$ cat src/rtl/dac2_pkg.sv
// Package dac2_pkg
// Shared types for the dual-channel converter command interface: the power
// mode encoding and the layout of the eight control bits above the code.
package dac2_pkg;

    // Per-channel power mode as carried in the two mode bits of a frame.
    typedef enum logic [1:0] {
        PD_NONE = 2'b00,
        PD_1K   = 2'b01,
        PD_100K = 2'b10,
        PD_HIZ  = 2'b11
    } pd_mode_e;

    localparam int CTRL_W = 8;

    // Control byte, most significant bit first, as it sits above the code.
    typedef struct packed {
        logic [1:0] rsvd;
        logic       ld_b;
        logic       ld_a;
        logic       spare;
        logic       sel_b;
        pd_mode_e   mode;
    } ctrl_t;

endpackage

$ cat src/rtl/dac2_serial_rx.sv
// Module dac2_serial_rx
// Brings the three serial pins into the clk domain, shifts in one bit per
// falling serial clock edge while frame select is low and raises frame_vld
// for one cycle when the FRAME_W-th bit arrives. Frame select high clears
// the count, which aborts a partial frame. Bits after a full frame are
// ignored until frame select has been high.
// Assumes: the serial clock half period spans several clk cycles, and the
// data pin is stable around each falling serial clock edge.
module dac2_serial_rx #(
    parameter int FRAME_W     = 24,
    parameter int SYNC_STAGES = 2
) (
    input  logic               clk,
    input  logic               rst_n,
    input  logic               sclk_i,
    input  logic               csn_i,
    input  logic               sdi_i,
    output logic               frame_vld,
    output logic [FRAME_W-1:0] frame_word
);
    localparam int CNT_W = $clog2(FRAME_W + 1);
    localparam logic [CNT_W-1:0] FULL = CNT_W'(FRAME_W);
    localparam logic [CNT_W-1:0] LAST = CNT_W'(FRAME_W - 1);

    logic [SYNC_STAGES-1:0] sclk_sr, csn_sr, sdi_sr;
    logic                   sclk_prev;
    logic                   sclk_s, csn_s, sdi_s, sclk_fall;
    logic [CNT_W-1:0]       cnt;
    logic [FRAME_W-1:0]     shreg;

    // Synchronizer chains; idle levels are loaded on reset.
    always_ff @(posedge clk) begin
        if (!rst_n) begin
            sclk_sr   <= '1;
            csn_sr    <= '1;
            sdi_sr    <= '0;
            sclk_prev <= 1'b1;
        end else begin
            sclk_sr   <= {sclk_sr[SYNC_STAGES-2:0], sclk_i};
            csn_sr    <= {csn_sr[SYNC_STAGES-2:0], csn_i};
            sdi_sr    <= {sdi_sr[SYNC_STAGES-2:0], sdi_i};
            sclk_prev <= sclk_sr[SYNC_STAGES-1];
        end
    end

    assign sclk_s    = sclk_sr[SYNC_STAGES-1];
    assign csn_s     = csn_sr[SYNC_STAGES-1];
    assign sdi_s     = sdi_sr[SYNC_STAGES-1];
    assign sclk_fall = sclk_prev & ~sclk_s;

    // Bit counter and shift register; the pulse fires on the last bit.
    always_ff @(posedge clk) begin
        if (!rst_n) begin
            cnt       <= '0;
            shreg     <= '0;
            frame_vld <= 1'b0;
        end else begin
            frame_vld <= 1'b0;
            if (csn_s) begin
                cnt <= '0;
            end else if (sclk_fall && cnt < FULL) begin
                shreg <= {shreg[FRAME_W-2:0], sdi_s};
                cnt   <= cnt + 1'b1;
                if (cnt == LAST) begin
                    frame_vld <= 1'b1;
                end
            end
        end
    end

    assign frame_word = shreg;

    p_cnt_bound_r7: assert property (@(posedge clk) disable iff (!rst_n)
        cnt <= FULL);
    p_vld_pulse_r2: assert property (@(posedge clk) disable iff (!rst_n)
        frame_vld |=> !frame_vld);
    p_abort_clear_r6: assert property (@(posedge clk) disable iff (!rst_n)
        csn_s |=> (cnt == '0 && !frame_vld));
    p_full_hold_r7: assert property (@(posedge clk) disable iff (!rst_n)
        (cnt == FULL) |=> ($stable(shreg) && !frame_vld));

endmodule

$ cat src/rtl/dac2_chan.sv
// Module dac2_chan
// One double-buffered channel. A write sets the buffer mode and, only for
// normal mode, the buffer code. A load copies the buffer, including a write
// made in the same cycle, into the output register.
// Assumes: wr_en and ld_en are single-cycle frame strobes.
module dac2_chan
    import dac2_pkg::*;
#(
    parameter int DATA_W = 16
) (
    input  logic              clk,
    input  logic              rst_n,
    input  logic              wr_en,
    input  pd_mode_e          wr_mode,
    input  logic [DATA_W-1:0] wr_code,
    input  logic              ld_en,
    output logic [DATA_W-1:0] dac_code,
    output pd_mode_e          dac_mode
);
    logic [DATA_W-1:0] buf_code, buf_code_n;
    pd_mode_e          buf_mode, buf_mode_n;

    // Next buffer contents after this cycle's write, if any.
    always_comb begin
        buf_mode_n = wr_en ? wr_mode : buf_mode;
        buf_code_n = (wr_en && wr_mode == PD_NONE) ? wr_code : buf_code;
    end

    // Buffer and output registers.
    always_ff @(posedge clk) begin
        if (!rst_n) begin
            buf_code <= '0;
            buf_mode <= PD_NONE;
            dac_code <= '0;
            dac_mode <= PD_NONE;
        end else begin
            buf_code <= buf_code_n;
            buf_mode <= buf_mode_n;
            if (ld_en) begin
                dac_code <= buf_code_n;
                dac_mode <= buf_mode_n;
            end
        end
    end

    p_dac_hold_r3: assert property (@(posedge clk) disable iff (!rst_n)
        !ld_en |=> ($stable(dac_code) && $stable(dac_mode)));
    p_code_kept_r5: assert property (@(posedge clk) disable iff (!rst_n)
        (wr_en && wr_mode != PD_NONE) |=> $stable(buf_code));
    p_load_copy_r4: assert property (@(posedge clk) disable iff (!rst_n)
        ld_en |=> (dac_code == buf_code && dac_mode == buf_mode));

endmodule

$ cat src/rtl/dac2_cmd_if.sv
// Module dac2_cmd_if
// Top of the dual-channel command interface. It receives a frame, splits
// off the control byte, and steers the write and the per-channel loads to
// two channel instances.
// Assumes: the pins are asynchronous to clk and resynchronized inside.
module dac2_cmd_if
    import dac2_pkg::*;
#(
    parameter int DATA_W      = 16,
    parameter int SYNC_STAGES = 2
) (
    input  logic              clk,
    input  logic              rst_n,
    input  logic              sync_n,
    input  logic              sclk,
    input  logic              sdin,
    output logic [DATA_W-1:0] a_code,
    output logic [1:0]        a_mode,
    output logic [DATA_W-1:0] b_code,
    output logic [1:0]        b_mode
);
    localparam int FRAME_W = DATA_W + CTRL_W;
    localparam int N_CH    = 2;

    logic               frame_vld;
    logic [FRAME_W-1:0] frame_word;
    ctrl_t              ctrl;
    logic [DATA_W-1:0]  code_q [N_CH];
    pd_mode_e           mode_q [N_CH];

    dac2_serial_rx #(
        .FRAME_W    (FRAME_W),
        .SYNC_STAGES(SYNC_STAGES)
    ) u_rx (
        .clk       (clk),
        .rst_n     (rst_n),
        .sclk_i    (sclk),
        .csn_i     (sync_n),
        .sdi_i     (sdin),
        .frame_vld (frame_vld),
        .frame_word(frame_word)
    );

    assign ctrl = ctrl_t'(frame_word[FRAME_W-1 -: CTRL_W]);

    // One channel per index; index 0 is A, index 1 is B.
    for (genvar ch = 0; ch < N_CH; ch++) begin : g_ch
        logic wr_sel, ld_sel;
        assign wr_sel = frame_vld && (ctrl.sel_b == 1'(ch));
        assign ld_sel = frame_vld && ((ch == 0) ? ctrl.ld_a : ctrl.ld_b);

        dac2_chan #(.DATA_W(DATA_W)) u_chan (
            .clk     (clk),
            .rst_n   (rst_n),
            .wr_en   (wr_sel),
            .wr_mode (ctrl.mode),
            .wr_code (frame_word[DATA_W-1:0]),
            .ld_en   (ld_sel),
            .dac_code(code_q[ch]),
            .dac_mode(mode_q[ch])
        );
    end

    assign a_code = code_q[0];
    assign a_mode = mode_q[0];
    assign b_code = code_q[1];
    assign b_mode = mode_q[1];

    p_quiet_r3: assert property (@(posedge clk) disable iff (!rst_n)
        !frame_vld |=> ($stable(a_code) && $stable(a_mode)
                        && $stable(b_code) && $stable(b_mode)));
    p_b_only_r9: assert property (@(posedge clk) disable iff (!rst_n)
        (frame_vld && !ctrl.ld_a) |=> ($stable(a_code) && $stable(a_mode)));

endmodule

$ cat config.mk
export PLATFORM = sky130hd
export DESIGN_NAME = dac2_cmd_if
export DESIGN_NICKNAME = d
export VERILOG_FILES = /design/src/rtl/dac2_pkg.sv /design/src/rtl/dac2_serial_rx.sv /design/src/rtl/dac2_chan.sv /design/src/rtl/dac2_cmd_if.sv
export SDC_FILE = /design/constraint.sdc
export NUM_CORES = 1
export LEC_CHECK = 0
export BUFFER_PORTS_ARGS = -buffer_cell sky130_fd_sc_hd__buf_2
export CORE_UTILIZATION = 45
export DETAILED_ROUTE_END_ITERATION = 7
export PLACE_DENSITY = 0.68
export SYNTH_ARGS = -nofsm -noshare
export SYNTH_HDL_FRONTEND = slang
export SYNTH_SLANG_ARGS = --single-unit
$ cat constraint.sdc
create_clock -name clk -period 3 [get_ports clk]
set_input_delay 0.45 -clock clk [delete_from_list [all_inputs] [get_ports clk]]
set_output_delay 0.45 -clock clk [all_outputs]
set_load 0.02 [all_outputs]
======== Word level (Yosys, flattened, before mapping) ========
Cells that the tools add are included.
word-level totals
  bits in registers ....................... 107
  input bits .............................. 5
  output and inout port bits .............. 36
  word-level logic and storage cells ...... 40
operators by class
  add/subtract/negate cells ............... 1
  order comparisons ....................... 1
  equality and inequality tests ........... 1
  muxes and demuxes ....................... 5
  bitwise operators ....................... 6
  reduce and logical (&&, ||, !) cells .... 11
operators with widths
  operator                                                       number
  16-bit 2-to-1 mux                                              2
  1-bit logical AND                                              7
  5-bit by 1-bit adder with 5-bit output, second input constant  1
  5-bit equality test, second input constant                     1
  5-bit < comparator, second input constant                      1
  1-bit NOT                                                      5
  2-bit 2-to-1 mux                                               2
  3-bit OR reduction                                             1
  2-bit zero test                                                1
  2-bit AND reduction                                            1
  2-bit OR reduction                                             1
  1-bit AND                                                      1
  1-bit 2-to-1 mux                                               1

======== Longest topological paths before layout ========
  depth in word-level cells ............... 5
  gate-level depth with buffers ........... 5
  gate-level depth less buffers ........... 4

======== By module ========
Synthesis repeated with hierarchy kept, for this count alone.
second synthesis, totals
  cells, all modules ...................... 365
  area total of the unflattened synthesis .. 3,911.3 sq um
by module, submodules not included
  module          instances  cells each  area an instance (sq um)  sequential area each (sq um)
  dac2_chan       2          118         1,267.5                   720.7
  dac2_serial_rx  1          125         1,347.5                   740.7
  dac2_cmd_if     1          4           28.8                      0.0

======== Least setup slack after synthesis ========
Ideal clock, no wire load.
  kind .................................... flip-flop to flip-flop
  start point ............................. register u_rx.shreg[16] (netlist: u_rx.frame_word[16])
  end point ............................... register g_ch[0].u_chan.dac_code[15]
  library setup time ...................... 133 ps
  arrival time ............................ 1,202 ps
  required time ........................... 2,867 ps
  path slack .............................. 1,665 ps
  stages on the path, launching flop included .. 6
  buffers on the path ..................... 2
  clock period less this slack ............ 1,335 ps
  cell sequence ........................... dfxtp_1 > nor4b_4 > buf_6 > buf_12 > mux2i_1 > a21oi_1
on the way
  cells in the longest elaborated chain, start to end .. 3
ends and longest elaborated chain
  item                      RTL line              RTL
  start: declaration        dac2_serial_rx.sv:29  logic [FRAME_W-1:0] shreg;
  start signal: assignment  dac2_serial_rx.sv:62  shreg <= {shreg[FRAME_W-2:0], sdi_s};
  2-bit zero test           dac2_chan.sv:26       buf_code_n = (wr_en && wr_mode == PD_NONE) ? wr_code : buf_code;
  1-bit logical AND         dac2_chan.sv:26
  16-bit 2-to-1 mux         dac2_chan.sv:26
  end signal: assignment    dac2_chan.sv:40       dac_code <= buf_code_n;
  end: declaration          dac2_chan.sv:17       output logic [DATA_W-1:0] dac_code,
Every way passes these cells.
A chain may end at the register's enable or synchronous reset.

======== Worst setup path in the final report ========
  start point ............................. register u_rx.shreg[17] (netlist: u_rx.frame_word[17])
  end point ............................... register g_ch[1].u_chan.dac_code[11]
on the way
  cells in the longest elaborated chain, start to end .. 3
ends and longest elaborated chain
  item                    RTL line
  2-bit zero test         dac2_chan.sv:26
  1-bit logical AND       dac2_chan.sv:26
  16-bit 2-to-1 mux       dac2_chan.sv:26
  end signal: assignment  dac2_chan.sv:40
  end: declaration        dac2_chan.sv:17
Every way passes these cells.

==> results.toml <==
[critical_path]
path_max_fanout = 10
rr_startpoint = "u_rx.frame_word[17]"
crit_type = "flip-flop to flip-flop"
worstSetupEndpointType = "flip-flop"
max_stage_delay_ns = 0.53
crit_family = "simple AND/OR/NAND/NOR gates"
crit_path_top_delay_cell = "and4bb_1"
startpoint_type = "flip-flop"
worst_ep_required_time_ns = 3.25
critPathBufInv = 1
cp.arrival_ns = 1.94
crit_start = "u_rx.frame_word[17]"
crit_chain = "and4bb_1 -> buf_4 -> mux2i_1 -> a21oi_1"

[layout]
areaGrowthSynthToFinish_pct = 10.6
diodes = 0
fin_area_um2 = 4250
layout-drive-gt1-share_pct = 15.5
nets = 397

[route]
avgViaCountPerCell = 4.99
ant_nets = 0
wirelength_um = 6650
dr.pass1.iters = 4
drc_errors = 0
drtIter0Drc = 95
vias = 2483
wire_per_inst_um = 13.3

[clock_tree]
cts_buffers = 9
cts_max_level = 3
cts_hold_buf = 0
cts_tree = "built"
clockBufferDepth = 2
cts_setup_buffers = 0
clk_latency_ns = 0.36
path_clk_slew_ns = 0.09
cts_resized = 0
clock-root-buffer = "clkbuf_8"
clock-sinks = 107

[power_and_ir_drop]
power.density_nw_per_um2 = 547
p_int_w = 0.00186
power.switching_w = 0.000466
power_w = 0.00232
vdd_ir_drop_max_uv = 330
power_frac_comb_pct = 1.7
switching_share_pct = 20.1
pwr-share-seq_pct = 61.3
p_clk_share_pct = 37.0
p_leak_nw = 1.56

[synth]
synth_top_area_share_pct = 55.8
yosysSeqAreaShare_pct = 55.8
synthMostInstantiatedCell = "dfxtp_1"
synthArstFlopShare_pct = 0
ys_ff_latch = 107
synth_top_cells_by_count = "dfxtp_1 (107), mux2i_1 (58), a21oi_1 (39), nor2b_1 (38), o21ai_0 (30)"
synth.distinct_cells = 30
yosys_warnings = 0
syn-cell-area_um2 = 3840
syn_inst = 361
yosys.area.top_type = "dfxtp_1"
synth_area_leaders = "dfxtp_1 (56%), mux2i_1 (15%), nor2b_1 (6.2%)"
synth_fp_nets = 367
syn_avg_cell_area_um2 = 10.6
synthFlopType = "dfxtp_1"
synth_edf_count = 0

[global_routing]
antenna_found_initial = 0
gr-total-overflow = 0
grt_pass1_wl_um = 11400
grt_util_all_layers_pct = 16.8
grt_pass1_vias = 2325
grt_max_degree = 94

[hold_path]
min_from = "sync_n"
holdCritPathClass = "input pin to flip-flop"

[sta]
slew_headroom_pct = 63.3
setup_viol = 0
finalHoldViolations = 0
tightest_slew_ns = 0.551
report.final.slew_viol_count = 0
period_needed_ns = 1.69
grt_setup_unrepaired = "false"
fin_skew_ns = 0.00852
fin_setup_tns_ns = 0
max_freq_mhz = 592
finalCritPeriodShare_pct = 56.3

[place]
finalWeightedCongestion = 0.753
place_hpwl_um = 4390
post_dp_cell_area_um2 = 4060
port_buffers = 40

[flow_run]
drv_cap = 0

[floorplan]
die_area_um2 = 8910
core_area_um2 = 8260
num_rows = 33
ios = 41
dieWidth_um = 94.4
die_h_um = 94.4
start_util_pct = 46.5

[run_status]
outcome = "finished, final reports clean"
## sequential cells by signal (all words and copies together) (netlist names)
signal / flops
g_ch.u_chan.buf_code: 32
g_ch.u_chan.dac_code: 32
u_rx.frame_word: 22
u_rx.cnt: 5
g_ch.u_chan.buf_mode: 4
g_ch.u_chan.dac_mode: 4
u_rx.csn_sr: 2
u_rx.sclk_sr: 2
u_rx.sdi_sr: 2
u_rx.frame_vld: 1
u_rx.sclk_prev: 1
## stage by stage
step	worst slack, ns	utilization, %	cells	hold slack [ns]
2_1_floorplan	1.67	-	361	0.386
6_report	1.31	51.4	498	0.263
4_1_cts	1.30	51.4	498	0.249
3_3_place_gp	1.38	49.1	485	0.391
5_1_grt	1.20	51.4	498	0.253
3_5_place_dp	1.32	49.1	485	0.398
## placed cells by master (no fill, tap or decap)
master      netlist  layout
ha_1              1       1
o41ai_1           1       1
nand2b_1          8       8
bufinv_16         0       1
nand3_1           1       1
inv_1             1       1
or3_1             1       1
o21ai_1           8       8
nand4b_1          1       1
nor3_4            1       1
clkbuf_8          0      11
clkinvlp_4        0       1
buf_2             7      40
mux2i_1          58      58
or4_1             1       1
a41oi_1           1       1
and2_1            5       5
a21oi_1          39      39
and4bb_1          1       1
dfxtp_1         107     107
o31ai_1           1       1
clkinv_1          1       1
nand2_1          24      24
o21ai_0          30      30
nand3b_1          1       1
buf_12            2       1
nor2_1            1       1
nor4b_4           1       1
o311ai_1          1       1
buf_4             0       5
nor4_1            1       1
nor2b_1          38      38
## path summary, 6_finish.rpt
| kind | slack (ns) | cells after the start | end |
|---|---|---|---|
| setup / recovery | 1.31 | 4 | g_ch[1].u_chan.dac_code[11] |
| hold / removal | 0.26 | 2 | u_rx.csn_sr[0] |
| hold reg to reg | 0.42 | 1 | u_rx.sclk_sr[1] |
| setup reg to reg | 1.31 | 4 | g_ch[1].u_chan.dac_code[11] |
## cell families (layout without fill, tap and decap cells)
kind of cell	count (synthesis)	count (layout)	synth area share, %
AND/OR/NAND/NOR	85	85	13.2
adder cells (fa/ha/maj)	1	1	0.326
flip-flops	107	107	55.8
buffers and inverters	29	61	4.69
multiplexers	58	58	15.1
AO/OA/AOI/OAI	81	81	10.9
## metal layers
metal / global-route usage, % / wire length [um] / share of wire (%)
met4: 8.85 / 153 / 2.3
met5: 0 / 0 / 0
met3: 3.38 / 182 / 2.7
met2: 25.2 / 3000 / 45
met1: 22.7 / 3310 / 50
## power by group through the flow
stage	Sequential [W]	Clock [W]	Combinational, W
floorplan	0.00146	0	0.0000307
finish	0.00142	0.000860	0.0000391
global placement	0.00146	0	0.0000396
CTS	0.00142	0.000881	0.0000394
global route	0.00143	0.000935	0.0000438
detailed placement	0.00146	0	0.0000395
## layout make-up
type,instances,area [um2]
fillers,787,4010
flip-flops and latches,107,2140
multi-input cells,225,1520
repair buffers,46,258
clock buffers,11,151
well taps,105,131
clock inverters,2,37.5
inverters,2,7.51
Power figures use the tool's default switching activity.
